==> src/rtl/page_ecc_pkg.sv <==
package page_ecc_pkg;
  localparam int CODE_W = 4;
  localparam int REG_W  = 8;
  localparam int BYTE_W = 8;

  localparam logic [CODE_W-1:0] CODE_CLEAN  = 4'b0000;
  localparam logic [CODE_W-1:0] CODE_UNCORR = 4'b1111;
  localparam logic [BYTE_W-1:0] CMD_RD_ECC  = 8'h7C;

  typedef logic [CODE_W-1:0] code_t;

  typedef enum logic [1:0] {
    RD_IDLE  = 2'd0,
    RD_DUMMY = 2'd1,
    RD_SEND  = 2'd2,
    RD_SKIP  = 2'd3
  } rd_state_t;

  // Unsigned maximum; 1111 is the largest code, so uncorrectable dominates.
  function automatic code_t worse_code(input code_t a, input code_t b);
    return (a > b) ? a : b;
  endfunction

  // Widen a 4-bit code into the register image with reserved bits zero.
  function automatic logic [REG_W-1:0] code_to_reg(input code_t c);
    return {{(REG_W-CODE_W){1'b0}}, c};
  endfunction
endpackage

==> src/rtl/seg_report_hold.sv <==
module seg_report_hold
  import page_ecc_pkg::*;
#(
  parameter int N_SEG = 4
) (
  input  logic                     clk,
  input  logic                     rst_n,
  input  logic [N_SEG-1:0]         seg_done,
  input  logic [N_SEG*CODE_W-1:0]  seg_code,
  input  logic                     clear,
  output logic [N_SEG*CODE_W-1:0]  held_codes,
  output logic                     any_uncorr
);
  logic [N_SEG-1:0] uncorr_bits;

  for (genvar g = 0; g < N_SEG; g++) begin : g_seg
    code_t held_q;
    always_ff @(posedge clk or negedge rst_n) begin
      if (!rst_n)
        held_q <= CODE_CLEAN;
      else if (clear)
        held_q <= CODE_CLEAN;
      else if (seg_done[g])
        held_q <= seg_code[g*CODE_W +: CODE_W];
    end
    assign held_codes[g*CODE_W +: CODE_W] = held_q;
    assign uncorr_bits[g] = (held_q == CODE_UNCORR);
  end

  assign any_uncorr = |uncorr_bits;
endmodule

==> src/rtl/seg_worst_reduce.sv <==
module seg_worst_reduce
  import page_ecc_pkg::*;
#(
  parameter int N_SEG = 4
) (
  input  logic [N_SEG*CODE_W-1:0] held_codes,
  output code_t                   worst
);
  function automatic code_t reduce_all(input logic [N_SEG*CODE_W-1:0] v);
    code_t acc;
    acc = CODE_CLEAN;
    for (int i = 0; i < N_SEG; i++)
      acc = worse_code(acc, v[i*CODE_W +: CODE_W]);
    return acc;
  endfunction

  assign worst = reduce_all(held_codes);
endmodule

==> src/rtl/ecc_status_store.sv <==
module ecc_status_store
  import page_ecc_pkg::*;
(
  input  logic             clk,
  input  logic             rst_n,
  input  logic             reset_cmd,
  input  logic             page_done,
  input  code_t            worst,
  output logic [REG_W-1:0] status_q,
  output logic             upd_fire
);
  assign upd_fire = page_done && !reset_cmd;

  always_ff @(posedge clk or negedge rst_n) begin
    if (!rst_n)
      status_q <= '0;
    else if (reset_cmd)
      status_q <= '0;
    else if (upd_fire)
      status_q <= code_to_reg(worst);
  end
endmodule

==> src/rtl/ecc_status_readout.sv <==
module ecc_status_readout
  import page_ecc_pkg::*;
(
  input  logic              clk,
  input  logic              rst_n,
  input  logic              cs,
  input  logic              rx_valid,
  input  logic [BYTE_W-1:0] rx_byte,
  input  logic [REG_W-1:0]  status_q,
  output logic              tx_valid,
  output logic [BYTE_W-1:0] tx_byte,
  output logic              rd_skipping
);
  rd_state_t state_q, state_d;

  always_comb begin
    state_d = state_q;
    if (!cs) begin
      state_d = RD_IDLE;
    end else if (rx_valid) begin
      case (state_q)
        RD_IDLE:  state_d = (rx_byte == CMD_RD_ECC) ? RD_DUMMY : RD_SKIP;
        RD_DUMMY: state_d = RD_SEND;
        RD_SEND:  state_d = RD_SEND;
        RD_SKIP:  state_d = RD_SKIP;
        default:  state_d = RD_IDLE;
      endcase
    end
  end

  always_ff @(posedge clk or negedge rst_n) begin
    if (!rst_n) state_q <= RD_IDLE;
    else        state_q <= state_d;
  end

  assign tx_valid    = (state_q == RD_SEND);
  assign tx_byte     = tx_valid ? status_q : '0;
  assign rd_skipping = (state_q == RD_SKIP);
endmodule

==> src/rtl/ecc_page_status_agg.sv <==
module ecc_page_status_agg
  import page_ecc_pkg::*;
#(
  parameter int N_SEG = 4
) (
  input  logic                    clk,
  input  logic                    rst_n,
  input  logic [N_SEG-1:0]        seg_done,
  input  logic [N_SEG*CODE_W-1:0] seg_code,
  input  logic                    page_done,
  input  logic                    reset_cmd,
  input  logic                    cs,
  input  logic                    rx_valid,
  input  logic [BYTE_W-1:0]       rx_byte,
  output logic [REG_W-1:0]        status_reg,
  output logic                    tx_valid,
  output logic [BYTE_W-1:0]       tx_byte
);
  logic [N_SEG*CODE_W-1:0] held_codes;
  logic                    seg_uncorr_any;
  code_t                   worst_code;
  logic                    upd_fire;
  logic                    rd_skipping;
  logic                    hold_clear;

  assign hold_clear = page_done || reset_cmd;

  seg_report_hold #(.N_SEG(N_SEG)) u_hold (
    .clk        (clk),
    .rst_n      (rst_n),
    .seg_done   (seg_done),
    .seg_code   (seg_code),
    .clear      (hold_clear),
    .held_codes (held_codes),
    .any_uncorr (seg_uncorr_any)
  );

  seg_worst_reduce #(.N_SEG(N_SEG)) u_reduce (
    .held_codes (held_codes),
    .worst      (worst_code)
  );

  ecc_status_store u_store (
    .clk       (clk),
    .rst_n     (rst_n),
    .reset_cmd (reset_cmd),
    .page_done (page_done),
    .worst     (worst_code),
    .status_q  (status_reg),
    .upd_fire  (upd_fire)
  );

  ecc_status_readout u_rd (
    .clk         (clk),
    .rst_n       (rst_n),
    .cs          (cs),
    .rx_valid    (rx_valid),
    .rx_byte     (rx_byte),
    .status_q    (status_reg),
    .tx_valid    (tx_valid),
    .tx_byte     (tx_byte),
    .rd_skipping (rd_skipping)
  );
endmodule

==> config.mk <==
export PLATFORM = sky130hd
export DESIGN_NAME = ecc_page_status_agg
export DESIGN_NICKNAME = d
export VERILOG_FILES = /design/src/rtl/page_ecc_pkg.sv /design/src/rtl/seg_report_hold.sv /design/src/rtl/seg_worst_reduce.sv /design/src/rtl/ecc_status_store.sv /design/src/rtl/ecc_status_readout.sv /design/src/rtl/ecc_page_status_agg.sv
export SDC_FILE = /design/constraint.sdc
export NUM_CORES = 1
export LEC_CHECK = 0
export BUFFER_PORTS_ARGS = -buffer_cell sky130_fd_sc_hd__buf_4
export CAP_MARGIN = 20
export CORE_UTILIZATION = 53
export CTS_BUF_LIST = sky130_fd_sc_hd__clkbuf_2 sky130_fd_sc_hd__clkbuf_4 sky130_fd_sc_hd__clkbuf_8
export CTS_CLUSTER_SIZE = 40
export DETAILED_ROUTE_END_ITERATION = 6
export PLACE_DENSITY = 0.9
export SLEW_MARGIN = 20
export SYNTH_ARGS = -nofsm -noshare
export SYNTH_HDL_FRONTEND = slang
export SYNTH_SLANG_ARGS = --single-unit
==> constraint.sdc <==
create_clock -name clk -period 4.7 [get_ports clk]
set_input_delay 0.705 -clock clk [delete_from_list [all_inputs] [get_ports clk]]
set_output_delay 0.705 -clock clk [all_outputs]
set_load 0.02 [all_outputs]
### After elaboration in Yosys (flattened, before gate mapping)

Index checks and enable logic that the tools add are counted.

| operators by class | value |
|---|---|
| order comparisons | 4 |
| equal/unequal tests | 5 |
| muxes and demuxes | 19 |
| reductions and logical operators | 10 |

Operator list:

| operator | count |
|---|---|
| 4-bit two-way mux | 12 |
| 8-bit two-way mux | 3 |
| 4-bit greater-than comparator | 3 |
| 2-bit nonzero test | 5 |
| 8-bit by 7-bit equality test with 1-bit output, second input constant | 1 |
| 2-bit two-way mux | 3 |
| 2-bit case mux with 3 select lines | 1 |
| 2-bit equality test, second input constant | 2 |
| 1-bit by 4-bit greater-than comparator with 1-bit output, first input constant | 1 |
| 2-bit by 1-bit equality test with 1-bit output, second input constant | 1 |
| 2-bit logical NOT | 1 |
| 2-bit by 1-bit inequality test with 1-bit output, second input constant | 1 |
| 2-bit OR reduction | 1 |
| 1-bit logical AND | 1 |
| 1-bit logical NOT | 1 |
| 1-bit logical OR | 1 |

| word-level totals | value |
|---|---|
| register bits after elaboration | 26 |
| input bits | 34 |
| output and inout bits | 17 |

### Logic depth before layout (Yosys ltp)

Gate-level depths: netlist of the first run.

| logic depth | value |
|---|---|
| word-level depth | 10 |
| mapped depth | 20 |

### Hierarchy

Synthesis of the first run repeated with hierarchy kept, for this count alone.

| unflattened totals | value |
|---|---|
| cells, all modules | 160 |
| area, all modules | 1575.3 sq um |

Modules (own cells, without submodules):

| module | instances | cells an instance | area an instance (sq um) | seq. area each (sq um) |
|---|---|---|---|---|
| seg_report_hold | 1 | 59 | 688.2 | 400.4 |
| seg_worst_reduce | 1 | 59 | 478.0 | 0.0 |
| ecc_status_store | 1 | 19 | 206.4 | 100.1 |
| ecc_status_readout | 1 | 22 | 196.4 | 50.0 |
| ecc_page_status_agg | 1 | 1 | 6.3 | 0.0 |

### Least setup slack after synthesis of the first run

Ideal clock, no wire load.

| timing path | value |
|---|---|
| path kind | register to register |
| start point | reg u_hold.g_seg[0].held_q[3] |
| end point | reg u_store.status_q[0] |
| setup time | 0.128 ns |
| arrival | 3.554 ns |
| required time | 4.572 ns |
| setup slack | 1.017 ns |
| cell stages (with the launch flop) | 17 |
| cell sequence | dfrtp_1 > ha_1 > and4_2 > a21oi_4 > mux2i_1 > inv_1 > ha_1 > nor2b_1 > o21ai_0 > a21o_1 > buf_2 > o21ai_0 > ha_1 > a21oi_1 > a31oi_1 > a31oi_1 > o21ai_1 |

| between the ends | value |
|---|---|
| word-level cells in the longest chain between the ends | 10 |

Ends and longest elaborated chain:

| element | RTL line | text |
|---|---|---|
| start, declared | seg_report_hold.sv:17 | `code_t held_q;` |
| start signal, assigned | seg_report_hold.sv:24 | `held_q <= seg_code[g*CODE_W +: CODE_W];` |
| 1-bit by 4-bit greater-than comparator with 1-bit output | page_ecc_pkg.sv:21 | `return (a > b) ? a : b;` |
| 4-bit two-way mux (*) | page_ecc_pkg.sv:21 |  |
| 4-bit greater-than comparator | page_ecc_pkg.sv:21 |  |
| 4-bit two-way mux (*) | page_ecc_pkg.sv:21 |  |
| 4-bit greater-than comparator | page_ecc_pkg.sv:21 |  |
| 4-bit two-way mux (*) | page_ecc_pkg.sv:21 |  |
| 4-bit greater-than comparator | page_ecc_pkg.sv:21 |  |
| 4-bit two-way mux (*) | page_ecc_pkg.sv:21 |  |
| 8-bit two-way mux (*) | ecc_status_store.sv:19 | `else if (upd_fire)` |
| 8-bit two-way mux (*) | ecc_status_store.sv:17 | `else if (reset_cmd)` |
| end signal, assigned | ecc_status_store.sv:20 | `status_q <= code_to_reg(worst);` |
| end, declared | ecc_status_store.sv:9 | `output logic [REG_W-1:0] status_q,` |

Every way passes the cells marked *; elsewhere a longest branch is shown, timed or not. The select of a mux whose other input is x is not followed.
A chain may end at the register's enable or synchronous reset.

### Worst setup path in the final report of the first run

| timing path | value |
|---|---|
| start point | reg u_hold.g_seg[0].held_q[3] |
| end point | reg u_store.status_q[2] |

The elaborated chain is that of the path after synthesis.

==> flow_summary_export.csv, run 1 <==
group,metric,value,unit
run_status,outcome,"finished, violations left",
run_status,violations,"DRC",
yosys,synthFlopType,"dfrtp_1",
yosys,synth.most_common_cell,"dfrtp_1",
timing,relSlewSlack,63.10,%
critical_path,critical_path.max_stage_delay,490,ps
critical_path,reg2reg_slack,510,ps
floorplan,coreArea,2805,um^2
yosys,yosys_warnings,0,
floorplan,die_h,56.91,um
layout,antennaDiodeCount,0,
layout,area_growth,21.07,%
timing,period_share,89.13,%
critical_path,critPathTopFamily,"compound AO/OA/AOI/OAI gates",
placement,portBuffers,42,
yosys,yosysTopAreaCell,"dfrtp_1",
grt,grt_use_met2,37.48,%
timing,period_needed,4189,ps
grt,grt_pass1_vias,1270,
critical_path,path_cells,"ha_1 > and4_2 > a21oi_4 > mux2i_1 > inv_1 > ha_1 > o21ai_0 > a21o_1 > o21ai_0 > ha_1 > a21oi_1 > a31oi_1 > a31oi_1 > o21ai_1",
yosys,ys_top_cells_by_count,"dfrtp_1 (22), mux2i_1 (20), nor2_1 (18)",
yosys,yosysSeqAreaShare,34.46,%
timing,tns,0,ps
critical_path,crit_fanout,12,
placement,placedCellCount,240,
critical_path,worstPathArrival,4390,ps
timing,rsz0062_at_grt,"no",
critical_path,end_kind,"register",
floorplan,initial_core_util,56.96,%
yosys,syn_area,1598,um^2
clock_tree,holdBufCountCts,0,
power,p_leak,0.9748,nW
critical_path,required,4900,ps
detailed_routing,wl,3317,um
clock_tree,post-cts-setup-buffer-count,0,
critical_path,path_common_cell,"ha_1",
grt,grt_util_met1,25.81,%
run,cap_violations,0,
detailed_routing,drt-pass1-iter-count,6,
yosys,avgSynthCellArea,9.078,um^2
yosys,synth_cells,176,
grt,globalRouteTotalUtil,21.44,%
clock_tree,path_clk_slew,130,ps
critical_path,critPathBufInv,1,
yosys,ys_top_cells_by_area,"dfrtp_1 (34%), mux2i_1 (13%), ha_1 (11%)",
yosys,yosys_register_bits,22,
floorplan,ios,51,
layout,instances_no_fill,244,
hold_path,hp-class,"in2async",
timing,maxSlewViolCount,0,
detailed_routing,viasPerCell,5.627,
layout,fin_nets,262,
floorplan,row_count,19,
clock_tree,cts_tree,"yes",
timing,holdWs,249.6,ps
floorplan,dieArea,3238,um^2
yosys,synth_edf_count,0,
floorplan,die_w,56.91,um
clock_tree,clock_path_buffers,2,
detailed_routing,drtIter0Drc,55,
clock_tree,post_cts_resized,0,
grt,grt-busiest-layer,"met2",
detailed_routing,avgRoutedWirePerCell,13.59,um
timing,worst_clock_skew,2.642,ps
timing,max_freq,0.2387,GHz
grt,grt_max_degree,23,
layout,design_area,1934,um^2
power,vdd_drop_max,0.0002195,V
critical_path,critPathSlowestCell,"a21oi_1",
placement,placed_area,1882,um^2
grt,use_met3,5.300,%
clock_tree,htreeDepth,1,
layout,layout-drive-gt1-share,24.41,%
grt,grt_pass1_wl,5382,um
yosys,synth_top_area_share,34.46,%
clock_tree,cts_num_sinks,22,
clock_tree,clock_latency,310,ps
critical_path,crit_path_start_kind,"register",
yosys,async_reset_ff_share,100.0,%
timing,tightest_slew,553.5,ps
timing,final-setup-viol-count,0,
clock_tree,cts_buffers,3,
clock_tree,cts_root_buf,"clkbuf_4",
detailed_routing,ant_nets,0,
power,power.density,250.0,nW/um^2
detailed_routing,vias,1373,
placement,dp_hpwl,2585,um
critical_path,path_class,"reg2reg",
grt,grt-ovfl-total,0,
placement,place.gp.congestion,0.9230,
yosys,synth_cell_type_count,33,
timing,finalHoldViolations,0,
grt,antenna_found_initial,0,
detailed_routing,drc,14,
cell type report:
cell class | instances | area [um^2]
Tap cell | 31 | 38.79
Multi-Input combinational cell | 129 | 917.1
Sequential cell | 22 | 550.5
Clock buffer | 3 | 22.52
Clock inverter | 1 | 30.03
Timing Repair Buffer | 42 | 315.3
Fill cell | 221 | 870.8
Inverter | 16 | 60.06
registers in the layout, indices dropped and copies added (netlist names):
signal               flops
u_store.status_q         4
u_hold.g_seg.held_q     16
u_rd.state_q             2
metal layers:
metal | share of wire [%] | routed length (um) | up-vias
li1 | - | - | 677
met1 | 43 | 1421 | 627
met2 | 49 | 1622 | 65
met3 | 7.5 | 249 | 4
met4 | 0.69 | 23 | 0
met5 | 0 | 0 | -
cell families (layout without fill, tap and decap cells):
family | Yosys count | count (layout) | synth area share, %
and+or+nand+nor | 47 | 47 | 15.35
DFF | 22 | 22 | 34.46
adders and majority gates | 14 | 14 | 10.96
buffers and inverters | 32 | 62 | 9.788
muxes | 20 | 20 | 12.53
AOI/OAI and AO/OA | 40 | 40 | 16.68
other | 1 | 8 | 0.2347
metrics by stage:
stage	setup slack (ps)	utilization [%]	total power [W]
4_1_cts	573.8	68.96	0.0004845
3_3_place_gp	703.8	67.08	0.0003354
2_1_floorplan	1017	-	0.0003005
6_report	510.9	68.96	0.0004837
3_5_place_dp	607.4	67.08	0.0003383
5_1_grt	150.2	68.96	0.0005064
where the power goes:
group | internal, W | switching (W) | total, W | leakage [nW]
Combinational | 0.0000585 | 0.0000746 | 0.000133 | 0.647
Clock | 0.0000862 | 0.0000611 | 0.000147 | 0.0279
Sequential | 0.000196 | 0.00000698 | 0.000203 | 0.300
path summary, 6_finish.rpt:
kind | start | end | cells past startpoint
max in group asynchronous | rst_n | u_store.status_q[0] | 1
worst max-delay path | u_hold.g_seg[0].held_q[3] | u_store.status_q[2] | 14
worst min register to register | u_rd.state_q[0] | u_rd.state_q[0] | 1
min in group clk | u_rd.state_q[0] | u_rd.state_q[0] | 1
worst min-delay path | rst_n | u_hold.g_seg[2].held_q[1] | 1
worst max register to register | u_hold.g_seg[0].held_q[3] | u_store.status_q[2] | 14
worst reg2reg max path, cell delays in order, from the launching register on:
cell and delay, ps:
dfrtp_1 420, ha_1 340, and4_2 270, a21oi_4 200, mux2i_1 370, inv_1 90
ha_1 300, o21ai_0 240, a21o_1 310, o21ai_0 160, ha_1 340, a21oi_1 490
a31oi_1 230, a31oi_1 210, o21ai_1 100
layout by cell type (no fill, tap or decap), types with 2 or more instances in the layout:
cell	netlist	final
inv_1	16	16
o21ai_0	13	13
mux2i_1	20	20
o21ai_1	4	4
clkbuf_4	0	3
nand3_1	4	4
conb_1	1	8
nor2_1	18	18
ha_1	14	14
o211a_1	3	3
a21oi_1	3	3
nor2b_1	2	2
nand4_1	3	3
a31oi_1	8	8
buf_4	9	42
a32oi_1	4	4
nand2_1	9	9
and2_1	4	4
dfrtp_1	22	22
Note: power is estimated with default switching activity, not from simulation.
==> run 2, diff against run 1 <==
--- a/config.mk
+++ b/config.mk
@@ -5,9 +5,11 @@
 export SDC_FILE = /design/constraint.sdc
 export NUM_CORES = 1
 export LEC_CHECK = 0
-export BUFFER_PORTS_ARGS = -buffer_cell sky130_fd_sc_hd__buf_4
+export BUFFER_PORTS_ARGS = -buffer_cell sky130_fd_sc_hd__buf_2
 export CAP_MARGIN = 20
-export CORE_UTILIZATION = 53
+export CELL_PAD_IN_SITES_DETAIL_PLACEMENT = 1
+export CELL_PAD_IN_SITES_GLOBAL_PLACEMENT = 2
+export CORE_UTILIZATION = 31
 export CTS_BUF_LIST = sky130_fd_sc_hd__clkbuf_2 sky130_fd_sc_hd__clkbuf_4 sky130_fd_sc_hd__clkbuf_8
 export CTS_CLUSTER_SIZE = 40
 export DETAILED_ROUTE_END_ITERATION = 6
==> run 2 against run 1 <==
- the run now ends clean
- maximum frequency decreased by 0.74%
- register-to-register slack got worse by 30 ps
- clock power decreased by 9%
- flip-flop and latch count unchanged
- first-iteration DRC count decreased by 13%
- final cell count increased by 15%
- setup slack got worse by 31 ps
- hold slack improved by 160 ps
- final area decreased by 2.8%
- sequential power about the same
==> flow_summary_export.csv, run 2 (synthesis results as in run 1) <==
group,metric,value,unit
run_status,outcome,"finished, final reports clean",
grt,grt_pass1_vias,1349,
critical_path,crit_path_start_kind,"register",
floorplan,die_w,73.79,um
clock_tree,cts_num_sinks,22,
detailed_routing,wl,3906,um
detailed_routing,drtIter0Drc,48,
power,p_clk_share,28.8,%
timing,relSlewSlack,65.85,%
power,power.density,247.3,nW/um^2
layout,instances_no_fill,280,
layout,ff_latch_area,550.5,um^2
clock_tree,holdBufCountCts,0,
critical_path,crit_fanout,12,
hold_path,hp-class,"in2async",
clock_tree,cts_root_buf,"clkbuf_8",
layout,layout-drive-gt1-share,24.88,%
floorplan,row_count,25,
layout,area_growth,17.70,%
critical_path,reg2reg_from,"u_hold.g_seg[1].held_q[2]",
power,vdd_drop_max,0.0001085,V
timing,setup_slack,479.8,ps
clock_tree,cts_buffers,3,
clock_tree,htreeDepth,1,
power,netSwitchingPower,0.0001447,W
timing,period_share,89.79,%
timing,holdWs,409.0,ps
placement,dp_slack,438.6,ps
layout,antennaDiodeCount,0,
clock_tree,cts_tree,"yes",
timing,tightest_slew,512.2,ps
critical_path,r2r-end,"u_store.status_q[3]",
floorplan,coreArea,4848,um^2
timing,max_freq,0.2370,GHz
detailed_routing,ant_nets,0,
floorplan,initial_core_util,32.95,%
timing,period_needed,4220,ps
placement,placedCellCount,276,
power,pwr-share-comb,27.5,%
layout,layout_commonest_cell,"buf_2",
detailed_routing,viasPerCell,4.879,
grt,antenna_found_initial,0,
layout,layout_common_cells,"buf_2 (42), dfrtp_1 (22), mux2i_1 (20), nor2_1 (18), inv_1 (16)",
power,seq_power_share,43.7,%
critical_path,rr_worst_depth,17,
detailed_routing,vias,1366,
timing,finalHoldViolations,0,
critical_path,path_class,"reg2reg",
placement,dp_hpwl,3241,um
placement,portBuffers,42,
clock_tree,clock_path_buffers,2,
layout,multi_input_area,920.9,um^2
critical_path,reg2reg_slack,480,ps
critical_path,cp-endpoint,"u_store.status_q[3]",
clock_tree,path_clk_slew,80,ps
timing,rsz0062_at_grt,"no",
timing,tns,0,ps
power,p_leak,0.9483,nW
power,switching_share,31.12,%
timing,final-setup-viol-count,0,
placement,place.gp.congestion,0.8192,
layout,num-fill-cells,604,
floorplan,dieArea,5445,um^2
layout,largest-register,"u_hold.g_seg.held_q",
timing,worst_clock_skew,7.542,ps
critical_path,crit_start,"u_hold.g_seg[1].held_q[2]",
floorplan,ios,51,
floorplan,die_h,73.79,um
run,cap_violations,0,
clock_tree,clock_latency,260,ps
layout,top_regs,"u_hold.g_seg.held_q x16, u_store.status_q x4, u_rd.state_q x2",
critical_path,end_kind,"register",
grt,grt-ovfl-total,0,
detailed_routing,drc,0,
grt,globalRouteTotalUtil,14.85,%
detailed_routing,drt-pass1-iter-count,4,
critical_path,required,4830,ps
grt,grt_max_degree,23,
clock_tree,post-cts-setup-buffer-count,0,
timing,maxSlewViolCount,0,
power,p_int,0.0003204,W
critical_path,worstPathArrival,4350,ps
layout,largest_register_ffs,16,
grt,grt_pass1_wl,6161,um
layout,fin_nets,262,
detailed_routing,avgRoutedWirePerCell,13.95,um
-- run 2: cell types whose count changed in the layout (fill, tap and decap cells not counted) --
cell and delta:
a21oi_1 -1, a21oi_2 +1, buf_2 +42, buf_4 -42, bufinv_16 -1, clkbuf_4 -3, clkbuf_8 +4
-- run 2: metrics by stage --
stage | utilization, % | power (W) | cell area (um^2)
4_1_cts | 38.71 | 0.0004714 | 1877
3_3_place_gp | 37.57 | 0.0003317 | 1822
3_5_place_dp | 37.57 | 0.0003346 | 1822
2_1_floorplan | - | 0.0003005 | 1624
5_1_grt | 38.79 | 0.0004944 | 1881
6_report | 38.79 | 0.0004651 | 1881
-- run 2: critical path, cell delays in order (launching register included) --
cell and delay (ps):
dfrtp_1 390, inv_1 70, ha_1 320, and4_2 260, a21oi_4 190, mux2i_1 320
inv_1 80, ha_1 290, nor2b_1 130, o21ai_0 210, a21o_1 350, o21ai_0 170
ha_1 320, nor2b_1 150, o211ai_1 310, a31oi_1 200, a31oi_1 220, o21ai_1 90
-- run 2: how the worst min path moves through the flow --
stage	cells after the start	to	startpoint	slack [ps]
final	1	u_hold.g_seg[0].held_q[1]	rst_n	410
after global routing	1	u_hold.g_seg[0].held_q[1]	rst_n	430
after CTS	1	u_hold.g_seg[0].held_q[1]	rst_n	410
after detailed placement	1	u_rd.state_q[0]	u_rd.state_q[0]	520
after global placement	1	u_rd.state_q[0]	u_rd.state_q[0]	510
after floorplan	0	u_hold.g_seg[0].held_q[0]	rst_n	410
-- run 2: cell type report --
cell class                      count  area share, %
Multi-Input combinational cell    129          48.97
Tap cell                           67          4.458
Timing Repair Buffer               42          11.18
Sequential cell                    22          29.27
Clock buffer                        4          2.927
Inverter                           16          3.194
-- run 2: repair_timing --
action,in CTS,in global routing
endpoints found under the hold margin,0,0
resized for setup,0,1
endpoints found under the setup margin,0,1
-- run 2: layer usage --
layer  part of all wire, %  global-route usage, %
met1                    49                  19.86
met2                    47                  24.97
met3                   3.6                  3.429
met4                  0.33                  1.923
met5                     0                      0
-- run 2: power groups by stage --
stage	Sequential, W	Clock [W]	Combinational [W]
2_1_floorplan	0.000207	0	0.0000940
3_3_place_gp	0.000207	0	0.000125
3_5_place_dp	0.000207	0	0.000127
4_1_cts	0.000204	0.000140	0.000128
5_1_grt	0.000205	0.000148	0.000142
6_report	0.000203	0.000134	0.000128
==> run 3, diff against run 2 <==
--- a/config.mk
+++ b/config.mk
@@ -9,11 +9,11 @@
 export CAP_MARGIN = 20
 export CELL_PAD_IN_SITES_DETAIL_PLACEMENT = 1
 export CELL_PAD_IN_SITES_GLOBAL_PLACEMENT = 2
-export CORE_UTILIZATION = 31
+export CORE_UTILIZATION = 33
 export CTS_BUF_LIST = sky130_fd_sc_hd__clkbuf_2 sky130_fd_sc_hd__clkbuf_4 sky130_fd_sc_hd__clkbuf_8
 export CTS_CLUSTER_SIZE = 40
 export DETAILED_ROUTE_END_ITERATION = 6
-export PLACE_DENSITY = 0.9
+export PLACE_DENSITY = 0.94
 export SLEW_MARGIN = 20
 export SYNTH_ARGS = -nofsm -noshare
 export SYNTH_HDL_FRONTEND = slang
==> constraint.sdc (replaced) <==
create_clock -name clk -period 5 [get_ports clk]
set_input_delay 0.75 -clock clk [delete_from_list [all_inputs] [get_ports clk]]
set_output_delay 0.75 -clock clk [all_outputs]
set_load 0.02 [all_outputs]
==> run 3 against run 2 <==
- register-to-register slack gained 210 ps
- maximum frequency shrank 2.0%
- combinational power shrank 6%
- non-clock buffer count is the same
- total power shrank 5.8%
- global-route usage grew 1.4 points
- flip-flop and latch count is the same
- count of clock-buffer cells in the layout is the same
- routed wire length shrank 0.77%
- critical path type unchanged
==> flow_summary_export.csv, run 3 (synthesis results as in run 1) <==
group,metric,value,unit
run_status,outcome,"finished, final reports clean",
clock_tree,cts_tree,"yes",
clock_tree,post-cts-setup-buffer-count,0,
power,power.density,235.7,nW/um^2
critical_path,reg2reg_from,"u_hold.g_seg[1].held_q[3]",
critical_path,cp-endpoint,"u_store.status_q[0]",
detailed_routing,viasPerCell,5.181,
grt,use_met3,3.376,%
clock_tree,cts_buffers,3,
detailed_routing,vias,1373,
layout,largest_register_ffs,16,
floorplan,die_h,71.58,um
detailed_routing,ant_nets,0,
layout,layout-drive-gt1-share,24.41,%
clock_tree,holdBufCountCts,0,
floorplan,row_count,24,
critical_path,worstPathArrival,4480,ps
timing,relSlewSlack,61.23,%
layout,largest-register,"u_hold.g_seg.held_q",
critical_path,crit_fanout,12,
detailed_routing,drc,0,
timing,finalHoldViolations,0,
grt,globalRouteTotalUtil,16.26,%
timing,period_needed,4306,ps
critical_path,reg2reg_slack,690,ps
layout,design_area,1858,um^2
grt,grt-ovfl-total,0,
detailed_routing,drtIter0Drc,49,
placement,dp_hpwl,3193,um
floorplan,initial_core_util,35.47,%
clock_tree,path_clk_slew,80,ps
floorplan,coreArea,4504,um^2
grt,grt_util_met1,22.44,%
clock_tree,cts_num_sinks,22,
timing,tns,0,ps
timing,final-setup-viol-count,0,
placement,dp_slack,793.7,ps
critical_path,end_kind,"register",
clock_tree,cts_root_buf,"clkbuf_8",
timing,tightest_slew,581.5,ps
clock_tree,clock_latency,260,ps
clock_tree,htreeDepth,1,
placement,portBuffers,42,
detailed_routing,drt-pass1-iter-count,4,
layout,top_regs,"u_hold.g_seg.held_q x16, u_store.status_q x4, u_rd.state_q x2",
layout,layout_commonest_cell,"buf_2",
grt,grt-busiest-layer,"met2",
timing,rsz0062_at_grt,"no",
floorplan,ios,51,
critical_path,crit_start,"u_hold.g_seg[1].held_q[3]",
grt,antenna_found_initial,0,
power,p_leak,0.9474,nW
timing,period_share,86.13,%
layout,area_growth,16.29,%
floorplan,dieArea,5124,um^2
power,vdd_drop_max,0.0001717,V
clock_tree,post_cts_resized,0,
timing,worst_clock_skew,2.495,ps
grt,grt_pass1_wl,6568,um
timing,maxSlewViolCount,0,
layout,antennaDiodeCount,0,
floorplan,die_w,71.58,um
hold_path,hp-class,"in2async",
placement,place.gp.congestion,0.8215,
placement,placed_area,1803,um^2
layout,layout_common_cells,"buf_2 (42), dfrtp_1 (22), mux2i_1 (20), nor2_1 (18), inv_1 (16)",
layout,num-fill-cells,558,
critical_path,crit_path_start_kind,"register",
grt,grt_pass1_vias,1370,
grt,grt_use_met2,26.88,%
grt,grt_max_degree,23,
detailed_routing,wl,3876,um
critical_path,path_class,"reg2reg",
detailed_routing,avgRoutedWirePerCell,14.63,um
critical_path,r2r-end,"u_store.status_q[0]",
critical_path,rr_worst_depth,17,
clock_tree,clock_path_buffers,2,
critical_path,required,5180,ps
timing,setup_slack,693.7,ps
layout,fin_nets,262,
run,cap_violations,0,
timing,max_freq,0.2322,GHz
[run 3: cell counts in the layout (fill, tap and decap cells not counted)]
Identical to the previous run, type by type.
[run 3: per-stage QoR]
stage | cells | hold slack [ps] | util (%) | power, W
after floorplan | 183 | 454.4 | - | 0.0002825
after global placement | 261 | 508.8 | 40.03 | 0.0003118
after detailed placement | 261 | 530.9 | 40.03 | 0.0003156
after CTS | 265 | 459.1 | 41.25 | 0.0004447
after global routing | 265 | 473.3 | 41.25 | 0.0004667
final | 265 | 448.8 | 41.25 | 0.0004380
[run 3: critical path, cell delays in order (launching register included)]
cell	delay, ps
dfrtp_1	380
inv_1	60
ha_1	310
and4_2	270
a21oi_4	190
mux2i_1	310
inv_1	80
ha_1	290
nor2b_1	130
o21ai_0	230
a21o_1	370
o21ai_0	160
ha_1	350
a21oi_1	510
nand3_1	130
o21ai_0	260
a31oi_1	70
o21ai_1	130
[run 3: final cells by class]
| type | count | area [um^2] | share of cell area, % |
|---|---|---|---|
| inverters | 16 | 60.06 | 3.232 |
| clock buffers | 4 | 55.05 | 2.963 |
| flip-flops and latches | 22 | 550.5 | 29.63 |
| repair buffers | 42 | 210.2 | 11.31 |
| multi-input cells | 129 | 917.1 | 49.36 |
| well taps | 52 | 65.06 | 3.502 |
[run 3: layer usage]
layer	part of all wire [%]	up-vias
met5	0	-
met4	0.52	0
met3	4.2	4
met2	46	37
met1	49	658
li1	-	674
[run 3: worst min-delay path by stage]
stage / from / end / slack [ps] / cells past startpoint
after floorplan: rst_n / u_hold.g_seg[0].held_q[0] / 450 / 0
after global placement: u_rd.state_q[0] / u_rd.state_q[0] / 510 / 1
after detailed placement: u_rd.state_q[0] / u_rd.state_q[0] / 530 / 1
after CTS: rst_n / u_hold.g_seg[3].held_q[2] / 460 / 1
after global routing: rst_n / u_hold.g_seg[3].held_q[1] / 470 / 1
final: rst_n / u_hold.g_seg[3].held_q[1] / 450 / 1
[run 3: power breakdown]
group	internal, W	leakage [nW]	switching (W)
registers	0.000184	0.300	0.00000664
logic	0.0000463	0.619	0.0000741
clock network	0.0000702	0.0288	0.0000563
total	0.000301	0.947	0.000137
